`src/rtl/isa_timer_pkg.sv`:
```
package isa_timer_pkg;

  typedef enum logic [1:0] {
    PH_IDLE   = 2'd0,
    PH_SETUP  = 2'd1,
    PH_STROBE = 2'd2,
    PH_HOLD   = 2'd3
  } phase_t;

  // Strobes from the sequencer to the datapath
  typedef struct packed {
    logic load;      // request accepted this edge
    logic capture;   // strobe ends this edge, sample read data
    logic strobeOn;  // strobe phase active
    logic driving;   // any non-idle phase
    logic done;      // completion pulse
  } ctlStrobes_t;

endpackage

```
`src/rtl/isa_timer_ctrl.sv`:
```
module isa_timer_ctrl
  import isa_timer_pkg::*;
#(
  parameter int SETUP_W    = 4,
  parameter int STRB_W     = 6,
  parameter int MIN_TICKS  = 2,
  parameter int HOLD_TICKS = 2
) (
  input  logic               clk,
  input  logic               rstN,
  input  logic               reqValid,
  input  logic [SETUP_W-1:0] liveSetup,
  input  logic [STRB_W-1:0]  snapStrobe,
  input  logic               snapEarly,
  input  logic               endxN,
  output ctlStrobes_t        ctl,
  output logic               busy
);

  localparam int MAX_SETUP = MIN_TICKS + (1 << SETUP_W) - 1;
  localparam int MAX_STRB  = MIN_TICKS + (1 << STRB_W) - 1;
  localparam int MAX_PH    = (MAX_SETUP > MAX_STRB) ? MAX_SETUP : MAX_STRB;
  localparam int MAX_ALL   = (MAX_PH > HOLD_TICKS) ? MAX_PH : HOLD_TICKS;
  localparam int CNT_W     = $clog2(MAX_ALL + 1);

  phase_t           phase, phaseNext;
  logic [CNT_W-1:0] cnt, cntNext;
  logic             doneQ;
  logic             lastTick, earlyHit, strobeEnd;

  assign lastTick  = (cnt == '0);
  assign earlyHit  = snapEarly && !endxN;
  assign strobeEnd = (phase == PH_STROBE) && (lastTick || earlyHit);

  always_comb begin
    phaseNext = phase;
    cntNext   = lastTick ? cnt : cnt - 1'b1;
    unique case (phase)
      PH_IDLE: begin
        if (reqValid) begin
          phaseNext = PH_SETUP;
          cntNext   = CNT_W'(MIN_TICKS - 1) + CNT_W'(liveSetup);
        end
      end
      PH_SETUP: begin
        if (lastTick) begin
          phaseNext = PH_STROBE;
          cntNext   = CNT_W'(MIN_TICKS - 1) + CNT_W'(snapStrobe);
        end
      end
      PH_STROBE: begin
        if (strobeEnd) begin
          phaseNext = PH_HOLD;
          cntNext   = CNT_W'(HOLD_TICKS - 1);
        end
      end
      PH_HOLD: begin
        if (lastTick) phaseNext = PH_IDLE;
      end
      default: phaseNext = PH_IDLE;
    endcase
  end

  always_ff @(posedge clk or negedge rstN) begin
    if (!rstN) begin
      phase <= PH_IDLE;
      cnt   <= '0;
      doneQ <= 1'b0;
    end else begin
      phase <= phaseNext;
      cnt   <= cntNext;
      doneQ <= (phase == PH_HOLD) && lastTick;
    end
  end

  assign busy         = (phase != PH_IDLE);
  assign ctl.load     = (phase == PH_IDLE) && reqValid;
  assign ctl.capture  = strobeEnd;
  assign ctl.strobeOn = (phase == PH_STROBE);
  assign ctl.driving  = busy;
  assign ctl.done     = doneQ;

  // Length of the current strobe run, for the window check below
  logic [CNT_W:0] strobeRun;
  always_ff @(posedge clk or negedge rstN) begin
    if (!rstN)                   strobeRun <= '0;
    else if (phase == PH_STROBE) strobeRun <= strobeRun + 1'b1;
    else                         strobeRun <= '0;
  end

  assert_accept_R2: assert property (@(posedge clk) disable iff (!rstN)
    (!busy && reqValid) |=> busy);

  assert_done_pulse_R7: assert property (@(posedge clk) disable iff (!rstN)
    doneQ |=> !doneQ);

  assert_done_follows_busy_R7: assert property (@(posedge clk) disable iff (!rstN)
    doneQ |-> (!busy && $past(busy)));

  assert_strobe_limit_R5: assert property (@(posedge clk) disable iff (!rstN)
    (phase == PH_STROBE) |-> (strobeRun < (CNT_W+1)'(MIN_TICKS) + (CNT_W+1)'(snapStrobe)));

  assert_strobe_into_hold_R6: assert property (@(posedge clk) disable iff (!rstN)
    $fell(ctl.strobeOn) |-> (phase == PH_HOLD));

  assert_early_end_R9: assert property (@(posedge clk) disable iff (!rstN)
    ((phase == PH_STROBE) && snapEarly && !endxN) |=> (phase == PH_HOLD));

endmodule

```
`src/rtl/isa_timer_datapath.sv`:
```
module isa_timer_datapath
  import isa_timer_pkg::*;
#(
  parameter int ADDR_W    = 24,
  parameter int DATA_W    = 16,
  parameter int SETUP_W   = 4,
  parameter int STRB_W    = 6,
  parameter int SETUP_RST = 14,
  parameter int STRB_RST  = 40
) (
  input  logic                      clk,
  input  logic                      rstN,
  input  ctlStrobes_t               ctl,
  input  logic                      reqWrite,
  input  logic                      reqMem,
  input  logic [ADDR_W-1:0]         reqAddr,
  input  logic [DATA_W-1:0]         reqWdata,
  input  logic                      ctrlWe,
  input  logic [STRB_W+SETUP_W:0]   ctrlWdata,
  input  logic [DATA_W-1:0]         busDataIn,
  output logic [SETUP_W-1:0]        liveSetup,
  output logic [STRB_W-1:0]         snapStrobe,
  output logic                      snapEarly,
  output logic [STRB_W+SETUP_W:0]   ctrlQ,
  output logic [ADDR_W-1:0]         busAddr,
  output logic [DATA_W-1:0]         busDataOut,
  output logic                      busDataOe,
  output logic                      iorN,
  output logic                      iowN,
  output logic                      memrN,
  output logic                      memwN,
  output logic [DATA_W-1:0]         rdData
);

  localparam int CTRL_W    = STRB_W + SETUP_W + 1;
  localparam int EARLY_BIT = CTRL_W - 1;
  localparam int NUM_KINDS = 4;
  localparam logic [CTRL_W-1:0] CTRL_RST =
    {1'b0, SETUP_W'(SETUP_RST), STRB_W'(STRB_RST)};

  logic [CTRL_W-1:0] ctrlReg;
  logic [ADDR_W-1:0] addrQ;
  logic [DATA_W-1:0] dataQ;
  logic              writeQ, memQ;
  logic [1:0]        kind;
  logic [NUM_KINDS-1:0] strobeVec;

  always_ff @(posedge clk or negedge rstN) begin
    if (!rstN)       ctrlReg <= CTRL_RST;
    else if (ctrlWe) ctrlReg <= ctrlWdata;
  end

  assign ctrlQ     = ctrlReg;
  assign liveSetup = ctrlReg[STRB_W +: SETUP_W];

  always_ff @(posedge clk or negedge rstN) begin
    if (!rstN) begin
      addrQ      <= '0;
      dataQ      <= '0;
      writeQ     <= 1'b0;
      memQ       <= 1'b0;
      snapStrobe <= '0;
      snapEarly  <= 1'b0;
    end else if (ctl.load) begin
      addrQ      <= reqAddr;
      dataQ      <= reqWdata;
      writeQ     <= reqWrite;
      memQ       <= reqMem;
      snapStrobe <= ctrlReg[STRB_W-1:0];
      snapEarly  <= ctrlReg[EARLY_BIT];
    end
  end

  always_ff @(posedge clk or negedge rstN) begin
    if (!rstN)            rdData <= '0;
    else if (ctl.capture) rdData <= busDataIn;
  end

  // One strobe line per access kind, indexed by {mem, write}
  assign kind = {memQ, writeQ};
  for (genvar k = 0; k < NUM_KINDS; k++) begin : g_strobe
    assign strobeVec[k] = ctl.strobeOn && (kind == 2'(k));
  end

  assign iorN  = ~strobeVec[0];
  assign iowN  = ~strobeVec[1];
  assign memrN = ~strobeVec[2];
  assign memwN = ~strobeVec[3];

  assign busAddr    = ctl.driving ? addrQ : '0;
  assign busDataOe  = ctl.driving && writeQ;
  assign busDataOut = busDataOe ? dataQ : '0;

  assert_one_strobe_R4: assert property (@(posedge clk) disable iff (!rstN)
    $onehot0({iorN, iowN, memrN, memwN} ^ 4'hF));

  assert_addr_stable_R3: assert property (@(posedge clk) disable iff (!rstN)
    (ctl.driving && $past(ctl.driving)) |-> $stable(busAddr));

  assert_rd_hold_R8: assert property (@(posedge clk) disable iff (!rstN)
    !ctl.capture |=> $stable(rdData));

  assert_no_strobe_idle_R4: assert property (@(posedge clk) disable iff (!rstN)
    !ctl.driving |-> (iorN && iowN && memrN && memwN));

endmodule

```
`src/rtl/isa_cycle_timer.sv`:
```
module isa_cycle_timer
  import isa_timer_pkg::*;
#(
  parameter int ADDR_W     = 24,
  parameter int DATA_W     = 16,
  parameter int SETUP_W    = 4,
  parameter int STRB_W     = 6,
  parameter int MIN_TICKS  = 2,
  parameter int HOLD_TICKS = 2,
  parameter int SETUP_RST  = 14,
  parameter int STRB_RST   = 40
) (
  input  logic                    clk,
  input  logic                    rstN,
  input  logic                    reqValid,
  input  logic                    reqWrite,
  input  logic                    reqMem,
  input  logic [ADDR_W-1:0]       reqAddr,
  input  logic [DATA_W-1:0]       reqWdata,
  output logic                    busy,
  output logic                    done,
  output logic [DATA_W-1:0]       rdData,
  input  logic                    ctrlWe,
  input  logic [STRB_W+SETUP_W:0] ctrlWdata,
  output logic [STRB_W+SETUP_W:0] ctrlQ,
  output logic [ADDR_W-1:0]       busAddr,
  output logic [DATA_W-1:0]       busDataOut,
  output logic                    busDataOe,
  input  logic [DATA_W-1:0]       busDataIn,
  input  logic                    endxN,
  output logic                    iorN,
  output logic                    iowN,
  output logic                    memrN,
  output logic                    memwN
);

  ctlStrobes_t        ctl;
  logic [SETUP_W-1:0] liveSetup;
  logic [STRB_W-1:0]  snapStrobe;
  logic               snapEarly;

  isa_timer_ctrl #(
    .SETUP_W(SETUP_W), .STRB_W(STRB_W),
    .MIN_TICKS(MIN_TICKS), .HOLD_TICKS(HOLD_TICKS)
  ) u_ctrl (
    .clk(clk), .rstN(rstN), .reqValid(reqValid),
    .liveSetup(liveSetup), .snapStrobe(snapStrobe), .snapEarly(snapEarly),
    .endxN(endxN), .ctl(ctl), .busy(busy)
  );

  isa_timer_datapath #(
    .ADDR_W(ADDR_W), .DATA_W(DATA_W), .SETUP_W(SETUP_W), .STRB_W(STRB_W),
    .SETUP_RST(SETUP_RST), .STRB_RST(STRB_RST)
  ) u_dp (
    .clk(clk), .rstN(rstN), .ctl(ctl),
    .reqWrite(reqWrite), .reqMem(reqMem), .reqAddr(reqAddr), .reqWdata(reqWdata),
    .ctrlWe(ctrlWe), .ctrlWdata(ctrlWdata), .busDataIn(busDataIn),
    .liveSetup(liveSetup), .snapStrobe(snapStrobe), .snapEarly(snapEarly),
    .ctrlQ(ctrlQ), .busAddr(busAddr), .busDataOut(busDataOut), .busDataOe(busDataOe),
    .iorN(iorN), .iowN(iowN), .memrN(memrN), .memwN(memwN), .rdData(rdData)
  );

  assign done = ctl.done;

endmodule

```
`config.mk`:
```
export PLATFORM = sky130hd
export DESIGN_NAME = isa_cycle_timer
export DESIGN_NICKNAME = d
export VERILOG_FILES = /design/src/rtl/isa_timer_pkg.sv /design/src/rtl/isa_timer_ctrl.sv /design/src/rtl/isa_timer_datapath.sv /design/src/rtl/isa_cycle_timer.sv
export SDC_FILE = /design/constraint.sdc
export NUM_CORES = 1
export LEC_CHECK = 0
export BUFFER_PORTS_ARGS = -buffer_cell sky130_fd_sc_hd__buf_2
export CORE_MARGIN = 3
export CORE_UTILIZATION = 49
export CTS_BUF_LIST = sky130_fd_sc_hd__clkbuf_16
export DETAILED_ROUTE_END_ITERATION = 7
export HOLD_SLACK_MARGIN = 0.12
export PLACE_DENSITY = 0.76
export SLEW_MARGIN = 25
export SYNTH_ARGS = -nofsm -noshare
export SYNTH_HDL_FRONTEND = slang
export SYNTH_SLANG_ARGS = --single-unit
```
`constraint.sdc`:
```
create_clock -name clk -period 2.51 [get_ports clk]
set_input_delay 0.6275 -clock clk [delete_from_list [all_inputs] [get_ports clk]]
set_output_delay 0.6275 -clock clk [all_outputs]
set_load 0.005 [all_outputs]
```
* Yosys cells after proc, flatten, opt, wreduce, memory -nomap -nowiden
Index checks and enable logic that the tools add are counted.
** Operators by class
- Reduce and logical (&&, ||, !) cells :: 16
- Muxes and demuxes :: 12
- Bitwise gates (word level) :: 4
- $add $sub $neg :: 3
- Equal/unequal tests :: 10
** Operators by type and width (number)
- $mux 7 :: 4
- $mux 24 :: 1
- $pmux 7 s3 :: 1
- $mux 16 :: 1
- $logic_and 1x1->1 :: 9
- $eq 2x2->1 const B :: 4
- $mux 2 :: 4
- $pmux 2 s4 :: 1
- $add 1x6->7 const A :: 1
- $logic_not 7->1 :: 1
- $sub 7x1->7 const B :: 1
- $add 1x4->5 const A :: 1
- $eq 2x1->1 const B :: 2
- $logic_not 2->1 :: 2
- $ne 2x1->1 const B :: 2
- $ne 2x2->1 const B :: 2
- $not 1->1 :: 4
- $reduce_and 4->1 :: 1
- $reduce_bool 2->1 :: 1
- $logic_not 1->1 :: 1
- $logic_or 1x1->1 :: 1
** Word-level totals
- Flip-flop bits (word level) :: 86
- Output and inout bits :: 74
- Bits of input ports :: 74

* Logic depth before layout (Yosys ltp)
- Word-level depth :: 6
- Gate-level depth with buffers :: 7
- Mapped depth without buffers :: 6

* Cells and area by module
A second synthesis with hierarchy kept.
** Second synthesis, totals
- Cells, all modules :: 309
- Area total of the unflattened synthesis :: 4035.1 um^2
** By module, submodules not included
- isa_timer_datapath :: times used 1, sequential area each 1908.1 um^2, cells an instance 215, area each 3209.3 um^2
- isa_timer_ctrl :: times used 1, sequential area each 250.2 um^2, cells an instance 94, area each 825.8 um^2

* Worst setup path after synthesis
Ideal clock, no wire load.
- Path kind :: register to output
- Start point :: register u_ctrl.phase[0]
- End point :: output port busDataOut[10]
- Slack :: 562 ps
- Stages on the path, launching flop included :: 6
- Path buffers :: 1
- Data arrival time :: 1320 ps
- Cell sequence :: dfrtp_1 inv_1 ha_1 nor2b_1 clkbuf_1 and2_1
** On the way
- Longest elaborated chain between the ends :: 3
** RTL lines
- start, declared :: line isa_timer_ctrl.sv:26 : phase_t phase, phaseNext;
- start signal, assigned :: line isa_timer_ctrl.sv:70 : phase <= phaseNext;
- $reduce_bool 2->1 :: line isa_timer_ctrl.sv:76 : assign busy = (phase != PH_IDLE);
- $logic_and 1x1->1 :: line isa_timer_datapath.sv:91 : assign busDataOe = ctl.driving && writeQ;
- net busDataOe :: line isa_cycle_timer.sv:28 : output logic busDataOe,
- $mux 16 :: line isa_timer_datapath.sv:92 : assign busDataOut = busDataOe ? dataQ : '0;
- end, declared :: line isa_cycle_timer.sv:27 : output logic [DATA_W-1:0] busDataOut,
The timed path passes the listed nets, and every way through them passes these cells.

* Worst setup path in the final report
- Start point :: register u_ctrl.phase[1]
- End point :: output port busDataOut[2]
** On the way
- Longest elaborated chain between the ends :: 3
** RTL lines (line)
- $reduce_bool 2->1 :: isa_timer_ctrl.sv:76
- $logic_and 1x1->1 :: isa_timer_datapath.sv:91
- $mux 16 :: isa_timer_datapath.sv:92
Every way passes these cells.

==> out/summary.txt <==
Slew HR -> 68.8%
via count -> 2860
commonest cells in the netlist -> dfrtp_1 (81), mux2_2 (67), nor2b_1 (27)
CTS HTree Levels -> 3
Root Buffer -> clkbuf_16
Final Hold Viols -> 0
antenna violations before repair -> 0
cells after synthesis -> 305
post-CTS sizing -> 0
CP delay by family, top -> flip-flops
fin crit share -> 90.5%
worst slew pin tran -> 468 ps
Worst setup SP type -> flip-flop
Slew Limit Fails -> 0
Post-CTS Repair Setup Buffers -> 0
CP Data Arrival Time -> 1650 ps
r2r endpoint -> u_dp.rdData[4]$_DFFE_PN0P_
Switching Power -> 614 uW
number of port buffers -> 147
gr usage total -> 17.8%
IO Count -> 148
number of global-route vias before repair -> 2753
Clock Latency Late Sink -> 330 ps
overall die height -> 96.6 um
setup violators final -> 0
clock buffer depth -> 2
#FFs+latches synth -> 86
Max VDD drop -> 0.325 mV
sequential cell area fraction in the yosys report -> 53.7%
Ant. Diodes -> 0
TNS Setup -> 0 ps
Bufs and invs on worst path -> 3
Routed Antenna Nets -> 0
DRC viols -> 0
initial core utilization -> 51.2%
Post-synth EDFFs -> 0
max-cap violations -> 0
Layout area overhead -> 28.1%
P per Cell Area -> 539 nW/um^2
WL/cell -> 14.9 um
Flop pwr share -> 51.4%
Async S/R FF share, synth -> 100%
Net Sw Frac -> 22.1%
Rows -> 32
total grt overflow -> 0
Nets -> 537
largest net degree at the start of global routing -> 87
dpl ws -> 514 ps
Comb power frac -> 5.1%
Cell Chain, Critical Path -> inv_1 > ha_1 > nor2b_1 > buf_4 > and2_1 > buf_2
status -> finished, final reports clean
Via density -> 5.11
drt initial violations -> 71
TritonRoute pass-1 iters -> 4
cts bufs inserted -> 9
most common cell in the netlist -> dfrtp_1
share of layout cells above drive strength 1 -> 56.3%
die area -> 9330 um^2
cts hold-fix bufs -> 0
clock-pin slew on the worst setup and hold paths -> 70 ps
Hold WC Path Type -> input pin to asynchronous set/reset pin
first-pass GRT wire length -> 12800 um
Main synth FF type -> dfrtp_1
FF-to-FF Start -> u_ctrl.cnt[0]$_DFF_PN0_
CTS tree -> done
distinct cell type count after synthesis -> 39
critical path type -> flip-flop to output port
required time of the critical path -> 1880 ps
Worst R2R Path Depth -> 7
critical path peak fanout -> 17
CP max stage cell -> dfrtp_1
Detail Placement HPWL -> 6100 um
Final Worst Setup Slack -> 237 ps
internal power -> 2160 uW
top post-synthesis cells by area -> dfrtp_1 (50%), mux2_2 (19%), nor2b_1 (4.2%), mux2_4 (3.7%), dfstp_2 (3.3%)
flop2flop setup slack -> 500 ps
RSZ-0062 raised after global routing -> false
Static Leak -> 0.00284 uW
core area -> 7850 um^2
Crit. End Element -> output port
clock skew -> 8.93 ps
die width -> 96.6 um
dominant cell type by area after synthesis -> dfrtp_1
Filler cells -> 628
fin crit period -> 2270 ps
Routed WL -> 8360 um
Final Wtd Congestion -> 0.783
Clock power frac -> 43.5%
share of the synthesized area in the top cell type -> 50.4%
yosys warns -> 0
Synth Net Count -> 388
CTS sink cnt -> 86
biggest cell delay along the critical path -> 440 ps
post-synthesis average cell area -> 13.2 um^2
fmax -> 0.440 GHz
Post-Syn Area -> 4020 um^2
==> per-layer routing <==
metal | vias to the layer above | global-route usage [%] | routed length (um)
li1 | 1366 | - | -
met1 | 1367 | 22.8 | 3500
met2 | 119 | 28.0 | 3940
met3 | 8 | 6.35 | 853
met4 | 0 | 6.19 | 72
met5 | - | 0 | 0
==> worst max path at each step <==
stage	startpoint	to	slack (ps)	cells after the start
CTS	u_ctrl.phase[0]$_DFFE_PN0P_	busDataOut[2]	230	6
global route	u_ctrl.phase[1]$_DFFE_PN0P_	busDataOut[15]	100	6
detailed placement	u_ctrl.cnt[0]$_DFF_PN0_	u_dp.rdData[4]$_DFFE_PN0P_	510	7
finish	u_ctrl.phase[1]$_DFFE_PN0P_	busDataOut[2]	240	6
floorplan	u_ctrl.phase[0]$_DFFE_PN0P_	busDataOut[10]	560	5
global placement	u_ctrl.cnt[0]$_DFF_PN0_	u_dp.rdData[15]$_DFFE_PN0P_	590	7
==> power by group through the flow <==
stage	sequential [uW]	combinational (uW)	clock, uW
finish	1430	141	1210
global route	1430	158	1300
CTS	1430	145	1240
detailed placement	1450	145	0
global placement	1450	141	0
floorplan	1450	31.2	0
==> registers in the layout, indices dropped and copies added (netlist names) <==
register and count:
u_dp.writeQ 1, u_dp.memQ 1, u_dp.snapEarly 1, u_ctrl.doneQ 1
u_ctrl.cnt 7, u_dp.rdData 16, u_dp.snapStrobe 6, u_dp.addrQ 24
u_dp.dataQ 16, u_ctrl.phase 2, u_dp.ctrlQ 11
==> metrics by stage <==
step / hold WS (ps) / std cells / cell area (um^2) / util (%) / power (uW)
finish: 321 / 560 / 5150 / 65.6 / 2770
global route: 372 / 560 / 5150 / 65.6 / 2890
CTS: 353 / 560 / 5150 / 65.6 / 2810
detailed placement: 487 / 545 / 4880 / 62.1 / 1600
global placement: 480 / 545 / 4880 / 62.1 / 1590
floorplan: 332 / 305 / 4020 / - / 1480
==> cell families (layout without fill, tap and decap cells) <==
family / Yosys count / in the layout / share of synthesized area, %
and+or+nand+nor: 77 / 77 / 11.2
DFF: 86 / 86 / 53.7
buffers and inverters: 23 / 176 / 2.86
AOI/OAI and AO/OA: 20 / 20 / 4.05
adders and majority gates: 9 / 9 / 2.80
xor gates and xnor gates: 11 / 11 / 2.40
muxes: 79 / 79 / 23.0
==> cell usage in the layout (no fill, tap or decap), drive strengths merged, types with 3 or more instances in the layout <==
cell,count
clkinv,3
nand2,4
buf,154
o22ai,4
clkbuf,9
nand3,8
mux2,77
dfstp,5
xnor2,6
and2,18
dfrtp,81
nor2b,27
xor2,5
a32oi,4
nor2,10
ha,9
inv,8
o21ai,3
==> layout make-up <==
class | instances | area, um^2 | area share [%]
Tap cell | 102 | 128 | 2.48
Clock inverter | 6 | 48.8 | 0.948
Clock buffer | 9 | 225 | 4.37
Sequential cell | 86 | 2160 | 41.9
Timing Repair Buffer | 154 | 816 | 15.8
Multi-Input combinational cell | 196 | 1750 | 33.9
Inverter | 7 | 26.3 | 0.510
Power figures use the tool's default switching activity.
